[src/rtl/tod_pkg.sv]
package tod_pkg;

    localparam int NUM_FIELDS = 4;
    localparam int FIELD_W    = 8;
    localparam int TIME_W     = NUM_FIELDS * FIELD_W;
    localparam int MASK_W     = 2 * (NUM_FIELDS - 1);

    typedef logic [FIELD_W-1:0] bcd_t;

    typedef enum logic [1:0] {
        MODE_RUN     = 2'd0,
        MODE_HOURS   = 2'd1,
        MODE_MINUTES = 2'd2,
        MODE_SECONDS = 2'd3
    } set_mode_e;

    typedef struct packed {
        logic first;
        logic second;
        logic last_level;
    } key_state_t;

    // Largest BCD value held by field idx (0 = hundredths ... 3 = hours)
    function automatic bcd_t field_limit(input int idx);
        case (idx)
            0:       return 8'h99;
            1, 2:    return 8'h59;
            default: return 8'h23;
        endcase
    endfunction

    function automatic bcd_t bcd_next(input bcd_t v, input bcd_t lim);
        if (v == lim)
            return '0;
        if (v[3:0] == 4'd9)
            return {v[7:4] + 4'd1, 4'd0};
        return {v[7:4], v[3:0] + 4'd1};
    endfunction

    function automatic logic bcd_in_range(input bcd_t v, input bcd_t lim);
        return (v[3:0] <= 4'd9) && (v <= lim);
    endfunction

    function automatic logic [NUM_FIELDS-1:0] mode_to_select(input set_mode_e m);
        if (m == MODE_RUN)
            return '0;
        return NUM_FIELDS'(1) << (NUM_FIELDS - int'(m));
    endfunction

endpackage

[src/rtl/tod_key_filter.sv]
module tod_key_filter
    import tod_pkg::*;
(
    input  logic clk,
    input  logic rst,
    input  logic sample_en,
    input  logic key_n,
    output logic press_evt
);
    key_state_t st;
    logic       level;

    assign level     = st.first & st.second;
    assign press_evt = level & ~st.last_level;

    always_ff @(posedge clk) begin
        if (rst) begin
            st <= '0;
        end else begin
            st.last_level <= level;
            if (key_n) begin
                st.first  <= 1'b0;
                st.second <= 1'b0;
            end else if (sample_en) begin
                st.first  <= 1'b1;
                st.second <= st.first;
            end
        end
    end
endmodule

[src/rtl/tod_mode_ctrl.sv]
module tod_mode_ctrl
    import tod_pkg::*;
(
    input  logic                  clk,
    input  logic                  rst,
    input  logic                  step_evt,
    input  logic                  blink_en,
    output logic [NUM_FIELDS-1:0] field_sel,
    output logic [MASK_W-1:0]     blink_mask
);
    set_mode_e mode;
    logic      phase;

    always_ff @(posedge clk) begin
        if (rst) begin
            mode  <= MODE_RUN;
            phase <= 1'b0;
        end else begin
            if (step_evt)
                mode <= set_mode_e'(mode + 2'd1);
            if (blink_en)
                phase <= ~phase;
        end
    end

    assign field_sel = mode_to_select(mode);

    for (genvar i = 1; i < NUM_FIELDS; i++) begin : g_mask
        assign blink_mask[2*i-1 -: 2] = (mode == MODE_RUN) ? 2'b11
                                      : {2{field_sel[i] & phase}};
    end
endmodule

[src/rtl/tod_bcd_field.sv]
module tod_bcd_field
    import tod_pkg::*;
#(
    parameter bcd_t LIMIT = 8'h59
) (
    input  logic clk,
    input  logic rst,
    input  logic carry_in,
    input  logic adjust,
    output bcd_t value,
    output logic carry_out
);
    logic at_limit;

    assign at_limit  = (value == LIMIT);
    assign carry_out = carry_in & at_limit;

    always_ff @(posedge clk) begin
        if (rst)
            value <= '0;
        else if (carry_in || adjust)
            value <= bcd_next(value, LIMIT);
    end
endmodule

[src/rtl/tod_counter_chain.sv]
module tod_counter_chain
    import tod_pkg::*;
(
    input  logic                  clk,
    input  logic                  rst,
    input  logic                  tick_100hz,
    input  logic                  tick_200hz,
    input  logic                  tick_blink,
    input  logic                  sel_key_n,
    input  logic                  adj_key_n,
    output logic [TIME_W-1:0]     time_bcd,
    output logic [NUM_FIELDS-1:0] field_sel,
    output logic [MASK_W-1:0]     blink_mask
);
    logic                sel_evt;
    logic                adj_evt;
    logic [NUM_FIELDS:0] carry;

    tod_key_filter u_sel_key (
        .clk(clk), .rst(rst), .sample_en(tick_200hz),
        .key_n(sel_key_n), .press_evt(sel_evt)
    );

    tod_key_filter u_adj_key (
        .clk(clk), .rst(rst), .sample_en(tick_200hz),
        .key_n(adj_key_n), .press_evt(adj_evt)
    );

    tod_mode_ctrl u_mode (
        .clk(clk), .rst(rst), .step_evt(sel_evt), .blink_en(tick_blink),
        .field_sel(field_sel), .blink_mask(blink_mask)
    );

    assign carry[0] = tick_100hz;

    for (genvar i = 0; i < NUM_FIELDS; i++) begin : g_field
        tod_bcd_field #(.LIMIT(field_limit(i))) u_field (
            .clk(clk),
            .rst(rst),
            .carry_in(carry[i]),
            .adjust(adj_evt & field_sel[i]),
            .value(time_bcd[FIELD_W*i +: FIELD_W]),
            .carry_out(carry[i+1])
        );
    end
endmodule

[config.mk]
export PLATFORM = sky130hd
export DESIGN_NAME = tod_counter_chain
export DESIGN_NICKNAME = d
export VERILOG_FILES = /design/src/rtl/tod_pkg.sv /design/src/rtl/tod_key_filter.sv /design/src/rtl/tod_mode_ctrl.sv /design/src/rtl/tod_bcd_field.sv /design/src/rtl/tod_counter_chain.sv
export SDC_FILE = /design/constraint.sdc
export NUM_CORES = 1
export LEC_CHECK = 0
export ABC_AREA = 1
export BUFFER_PORTS_ARGS = -buffer_cell sky130_fd_sc_hd__buf_4
export CAP_MARGIN = 20
export CORE_MARGIN = 2
export CORE_UTILIZATION = 35
export CTS_BUF_LIST = sky130_fd_sc_hd__clkbuf_8
export DETAILED_ROUTE_END_ITERATION = 7
export MAX_ROUTING_LAYER = met4
export PLACE_DENSITY_LB_ADDON = 0.15
export SYNTH_ARGS = -nofsm -noshare
export SYNTH_HDL_FRONTEND = slang
export SYNTH_SLANG_ARGS = --single-unit
[constraint.sdc]
create_clock -name clk -period 1.6 [get_ports clk]
set_clock_uncertainty 0.05 [all_clocks]
set_input_delay 0.16 -clock clk [delete_from_list [all_inputs] [get_ports clk]]
set_output_delay 0.16 -clock clk [all_outputs]
set_load 0.01 [all_outputs]
**Word-level counts from Yosys, hierarchy flattened**

Index checks and enable logic that the tools add are counted.

- Flip-flop bits (word level): 41
- Latch bits: 0
- RAM bits: 0
- ROM bits: 0
- Input bits: 7
- Output and inout port bits: 42
- Word-level logic and storage cells: 117
- Memories kept: 0

- Add/sub/neg operators: 10
- Multipliers: 0
- Div/mod/pow operators: 0
- $lt $le $gt $ge: 0
- Equality and inequality tests: 8
- Shifts and indexed selects: 1
- Muxes and demuxes: 50
- Bitwise operators: 17
- Reduce and logical (&&, ||, !) cells: 15

Operators by type and width:

| kind | count |
|---|---|
| two-way mux 8 bit | 16 |
| adder 4 x 1 -> 4 bit, second input constant | 8 |
| << shifter 1 x 32 -> 4 bit, first input constant | 1 |
| two-way mux 1 bit | 29 |
| == test 4 bit, second input constant | 4 |
| == test 8 x 7 -> 1 bit, second input constant | 2 |
| bitwise AND 1 bit | 14 |
| == test 8 x 6 -> 1 bit, second input constant | 1 |
| == test 8 bit, second input constant | 1 |
| two-way mux 4 bit | 2 |
| AND reduction 2 bit | 4 |
| nonzero test 2 bit | 4 |
| two-way mux 2 bit | 3 |
| logical OR 1 bit | 4 |
| OR reduction 2 bit | 2 |
| subtractor 3 x 2 -> 4 bit, first input constant | 1 |
| NOT 1 bit | 3 |
| adder 2 x 1 -> 2 bit, second input constant | 1 |
| logical NOT 2 bit | 1 |

**Depth between registers and ports, before layout**

- Word-level depth: 12
- Depth in mapped cells: 10
- Gate-level depth less buffers: 10

**By module**

A second synthesis with hierarchy kept.

- Cell total of the unflattened synthesis: 330
- Area, all modules: 2,361.0 um^2

By module, submodules not included:

| module | times used | cells each | area each (um^2) | sequential area each (um^2) |
|---|---|---|---|---|
| tod_bcd_field at g_field[1].u_field ... | 2 | 66 | 465.4 | 160.2 |
| tod_bcd_field at g_field[3].u_field | 1 | 63 | 491.7 | 160.2 |
| tod_bcd_field at g_field[0].u_field | 1 | 66 | 470.5 | 160.2 |
| tod_mode_ctrl | 1 | 35 | 230.2 | 60.1 |
| tod_key_filter | 2 | 13 | 103.8 | 60.1 |
| tod_counter_chain | 1 | 8 | 30.0 | 0.0 |

**Least setup slack after synthesis**

Ideal clock, no wire load.

- Kind: flip-flop to flip-flop
- Start point: register g_field[1].u_field.value[4]
- End point: register g_field[3].u_field.value[3]
- Library setup time: 0.113 ns
- Data arrival time: 1.367 ns
- Data required time: 1.437 ns
- Slack: 0.071 ns
- Cell stages (with the launch flop): 10
- Buffers on the path: 1
- Clock period less this slack: 1.529 ns
- Cell sequence: dfxtp_1 > ha_1 > nand3_1 > nor2_1 > nand3_2 > nand2_4 > buf_8 > o21ai_0 > nand2_1 > nor2_1

- Word-level cells in the longest chain between the ends: 4

Ends and longest elaborated chain:

| element | line | RTL |
|---|---|---|
| start, declared | tod_bcd_field.sv:10 | `output bcd_t value,` |
| start signal, assigned | tod_bcd_field.sv:22 | `value <= bcd_next(value, LIMIT);` |
| == test 8 x 7 -> 1 bit | tod_bcd_field.sv:15 | `assign at_limit = (value == LIMIT);` |
| bitwise AND 1 bit (2 in series) | tod_bcd_field.sv:16 | `assign carry_out = carry_in & at_limit;` |
| logical OR 1 bit | tod_bcd_field.sv:21 | `else if (carry_in \|\| adjust)` |
| end signal, assigned | tod_bcd_field.sv:22 |  |
| end, declared | tod_bcd_field.sv:10 |  |

Every way passes these cells.
A chain may end at the register's enable or synchronous reset.

**Worst setup path in the final report**

- Start point: register g_field[2].u_field.value[1]
- End point: register g_field[3].u_field.value[1]

- Word-level cells in the longest chain between the ends: 3

Ends and longest elaborated chain:

| element | line |
|---|---|
| start, declared | tod_bcd_field.sv:10 |
| start signal, assigned | tod_bcd_field.sv:22 |
| == test 8 x 7 -> 1 bit | tod_bcd_field.sv:15 |
| bitwise AND 1 bit | tod_bcd_field.sv:16 |
| logical OR 1 bit | tod_bcd_field.sv:21 |

Every way passes these cells.

==> impl_metrics.tcl <==
set metrics [dict create \
    cts.path.max_buffers 2 \
    buffer_ports.inserted 47 \
    avgViaCountPerCell 4.71 \
    timing.critical_path.arrival_ns 1.66 \
    syn-instance-count 299 \
    timing.max_cap.violations 0 \
    drtPass1Iterations 4 \
    numCtsBuffers 5 \
    global_route.usage.total 0.146 \
    placement_row_count 29 \
    io_pins 49 \
    largest_net_degree_at_the_start_of_global_routing 23 \
    final-instance-count-excl-fill 448 \
    worst_hold_path_type "input port to register" \
    count_of_distinct_cell_types_in_the_synthesized_netlist 33 \
    clkPwrFrac 0.372 \
    critPathMaxFanout 7 \
    synth_nets 326 \
    clock_latency_ns 0.29 \
    power.switching_mw 0.418 \
    met1_length_um 2470 \
    area_growth_pct 31.8 \
    antenna_found_initial 0 \
    synth-warning-count 0 \
    chipHeight_um 84.6 \
    clk_pin_slew_worst_paths_ns 0.08 \
    met3_wirelength_um 194 \
    run_status "finished, final reports clean" \
    gr-total-overflow 0 \
    p_per_area_nw_per_um2 612 \
    cp_data_required_time_ns 1.77 \
    switching_share 0.228 \
    synth.cell_area_um2 2270 \
    final_worst_slack_ns 0.114 \
    dr_drc_count 0 \
    placed_cells_incl_taps 436 \
    endpoints_failing_setup 0 \
    pre_cts_setup_slack_ns 0.0579 \
    tritoncts "built" \
    grt_pass1_vias 1941 \
    routed.top_layer "met4" \
    power.share.combinational 0.060 \
    ant_nets 0 \
    ys_ff_latch 41 \
    routed-via-count 2111 \
    route.final.wire_length_um 5140 \
    wl_per_cell_um 11.5 \
    cts.sinks 41 \
    startpoint_type "register" \
    nets 398 \
    timing.critical_path.to_type "register" \
    routabilityCongestion 0.803 \
    synth-main-ff-cell "sky130_fd_sc_hd__dfxtp_1" \
    die_width_um 84.6 \
    dr.first_iter.drc_count 66 \
    max_freq_ghz 0.673 \
    cts_max_level 2 \
    antenna-diode-count 0 \
    synth-seq-area-share 0.361 \
    cts-root-buf "sky130_fd_sc_hd__clkbuf_8" \
    die-area_um2 7160 \
    synth-edff-count 0 \
    drive_above_1_share 0.288 \
    cellInternalPower_mw 1.42 \
    detailed_place_hpwl_um 3770 \
    finalCriticalPeriod_ns 1.49 \
    core_area_um2 6310 \
    met2_length_um 2430 \
    postSynth.asyncResetShare 0 \
    report.final.slew_viol_count 0 \
    mostFrequentLayoutCell "sky130_fd_sc_hd__buf_4" \
    power.ir.vdd_worst_mv 0.395 \
    static_leakage_nw 1.41 \
    most-common-layout-cells "72 x sky130_fd_sc_hd__buf_4, 41 x sky130_fd_sc_hd__nand2_1, 38 x sky130_fd_sc_hd__inv_1" \
    grt_first_pass_wirelength_um 8430 \
    finalHoldViolations 0 \
    finalCritPeriodShare 0.928 \
    pwr-share-seq 0.567 \
    worst-setup-path-type "register to register" \
    layout.filler_cells 646 \
    cts_hold_repair.buffers 0 \
    postSynthAreaPerCell_um2 7.61 \
    initial_core_util 0.360 \
]
[layout make-up]
| cell class | instances | area, um^2 | share of cell area |
|---|---|---|---|
| Multi-Input combinational cell | 210 | 1290 | 0.429 |
| Sequential cell | 41 | 827 | 0.276 |
| Timing Repair Buffer | 73 | 552 | 0.184 |
| Inverter | 40 | 150 | 0.0501 |
| Tap cell | 77 | 96.3 | 0.0321 |
| Clock buffer | 6 | 82.6 | 0.0275 |
| Clock inverter | 1 | 3.75 | 0.00125 |
[critical path, stage by stage (launching register included)]
cell	delay, ns
sky130_fd_sc_hd__dfxtp_1	0.31
sky130_fd_sc_hd__inv_1	0.05
sky130_fd_sc_hd__ha_1	0.15
sky130_fd_sc_hd__nand3_1	0.14
sky130_fd_sc_hd__nor2_2	0.20
sky130_fd_sc_hd__nand3_4	0.12
sky130_fd_sc_hd__nand2_4	0.12
sky130_fd_sc_hd__buf_4	0.12
sky130_fd_sc_hd__nand2_2	0.04
sky130_fd_sc_hd__o21ai_2	0.10
[kinds of logic after synthesis]
logic type	Yosys count	share of synthesized area
compound gates	35	0.0836
flops	41	0.361
other cells	1	0.00165
simple gates	142	0.303
buf+inv	49	0.0990
fa+ha+maj	20	0.110
xor+xnor	11	0.0424
[power groups by stage]
stage                     registers (mW)  logic (mW)  clock network (mW)
after floorplan                     1.07      0.0596                   0
after global placement              1.06       0.106                   0
after detailed placement            1.06       0.107                   0
after CTS                           1.04       0.107               0.706
after global routing                1.04       0.124               0.746
final                               1.04       0.111               0.683
[metrics by stage]
step            util  setup TNS [ns]  hold slack, ns  cell area (um^2)  total power [mW]
2_1_floorplan      -               0           0.202              2270              1.13
3_3_place_gp   0.446               0           0.327              2810              1.17
3_5_place_dp   0.446               0           0.334              2810              1.17
4_1_cts        0.459               0          0.0272              2900              1.85
5_1_grt        0.475         -0.0115          0.0238              3000              1.91
6_report       0.475               0          0.0325              3000              1.84
[routing by layer]
metal	track usage	vias to the layer above
li1	-	1111
met5	-	-
met3	0.0305	4
met1	0.181	948
met2	0.238	48
met4	0.0433	0
[state kept, by name (all words and copies together), names as in the netlist]
signal and count:
g_field.u_field.value 32, u_adj_key.st 3, u_sel_key.st 3, u_mode.mode 2, u_mode.phase 1
[timing repair]
action                     4_1_cts  5_1_grt
setup endpoints to repair        0       26
setup buffers                    0        4
gates resized for setup          0       18
[worst paths after layout]
path	depth (start not counted)	slack (ns)	endpoint	start
max reg2reg	9	0.11	g_field[3].u_field.value[1]	g_field[2].u_field.value[1]
max	9	0.11	g_field[3].u_field.value[1]	g_field[2].u_field.value[1]
min reg2reg	2	0.41	u_adj_key.st[0]	u_adj_key.st[1]
min	2	0.03	u_adj_key.st[1]	tick_200hz
[synthesized netlist by cell type, types with 3 or more instances]
cell type	count	share of area
sky130_fd_sc_hd__buf_4	4	0.013
sky130_fd_sc_hd__nand3_1	34	0.075
sky130_fd_sc_hd__nor2_1	34	0.056
sky130_fd_sc_hd__nand2_4	3	0.015
sky130_fd_sc_hd__nand2_1	44	0.073
sky130_fd_sc_hd__nor3_1	9	0.020
sky130_fd_sc_hd__or2_2	3	0.0083
sky130_fd_sc_hd__nand4_1	5	0.014
sky130_fd_sc_hd__a21oi_1	20	0.044
sky130_fd_sc_hd__o21ai_0	9	0.020
sky130_fd_sc_hd__inv_1	38	0.063
sky130_fd_sc_hd__xor2_1	9	0.035
sky130_fd_sc_hd__ha_1	20	0.11
sky130_fd_sc_hd__dfxtp_1	41	0.36
(Power assumes the default switching activity.)
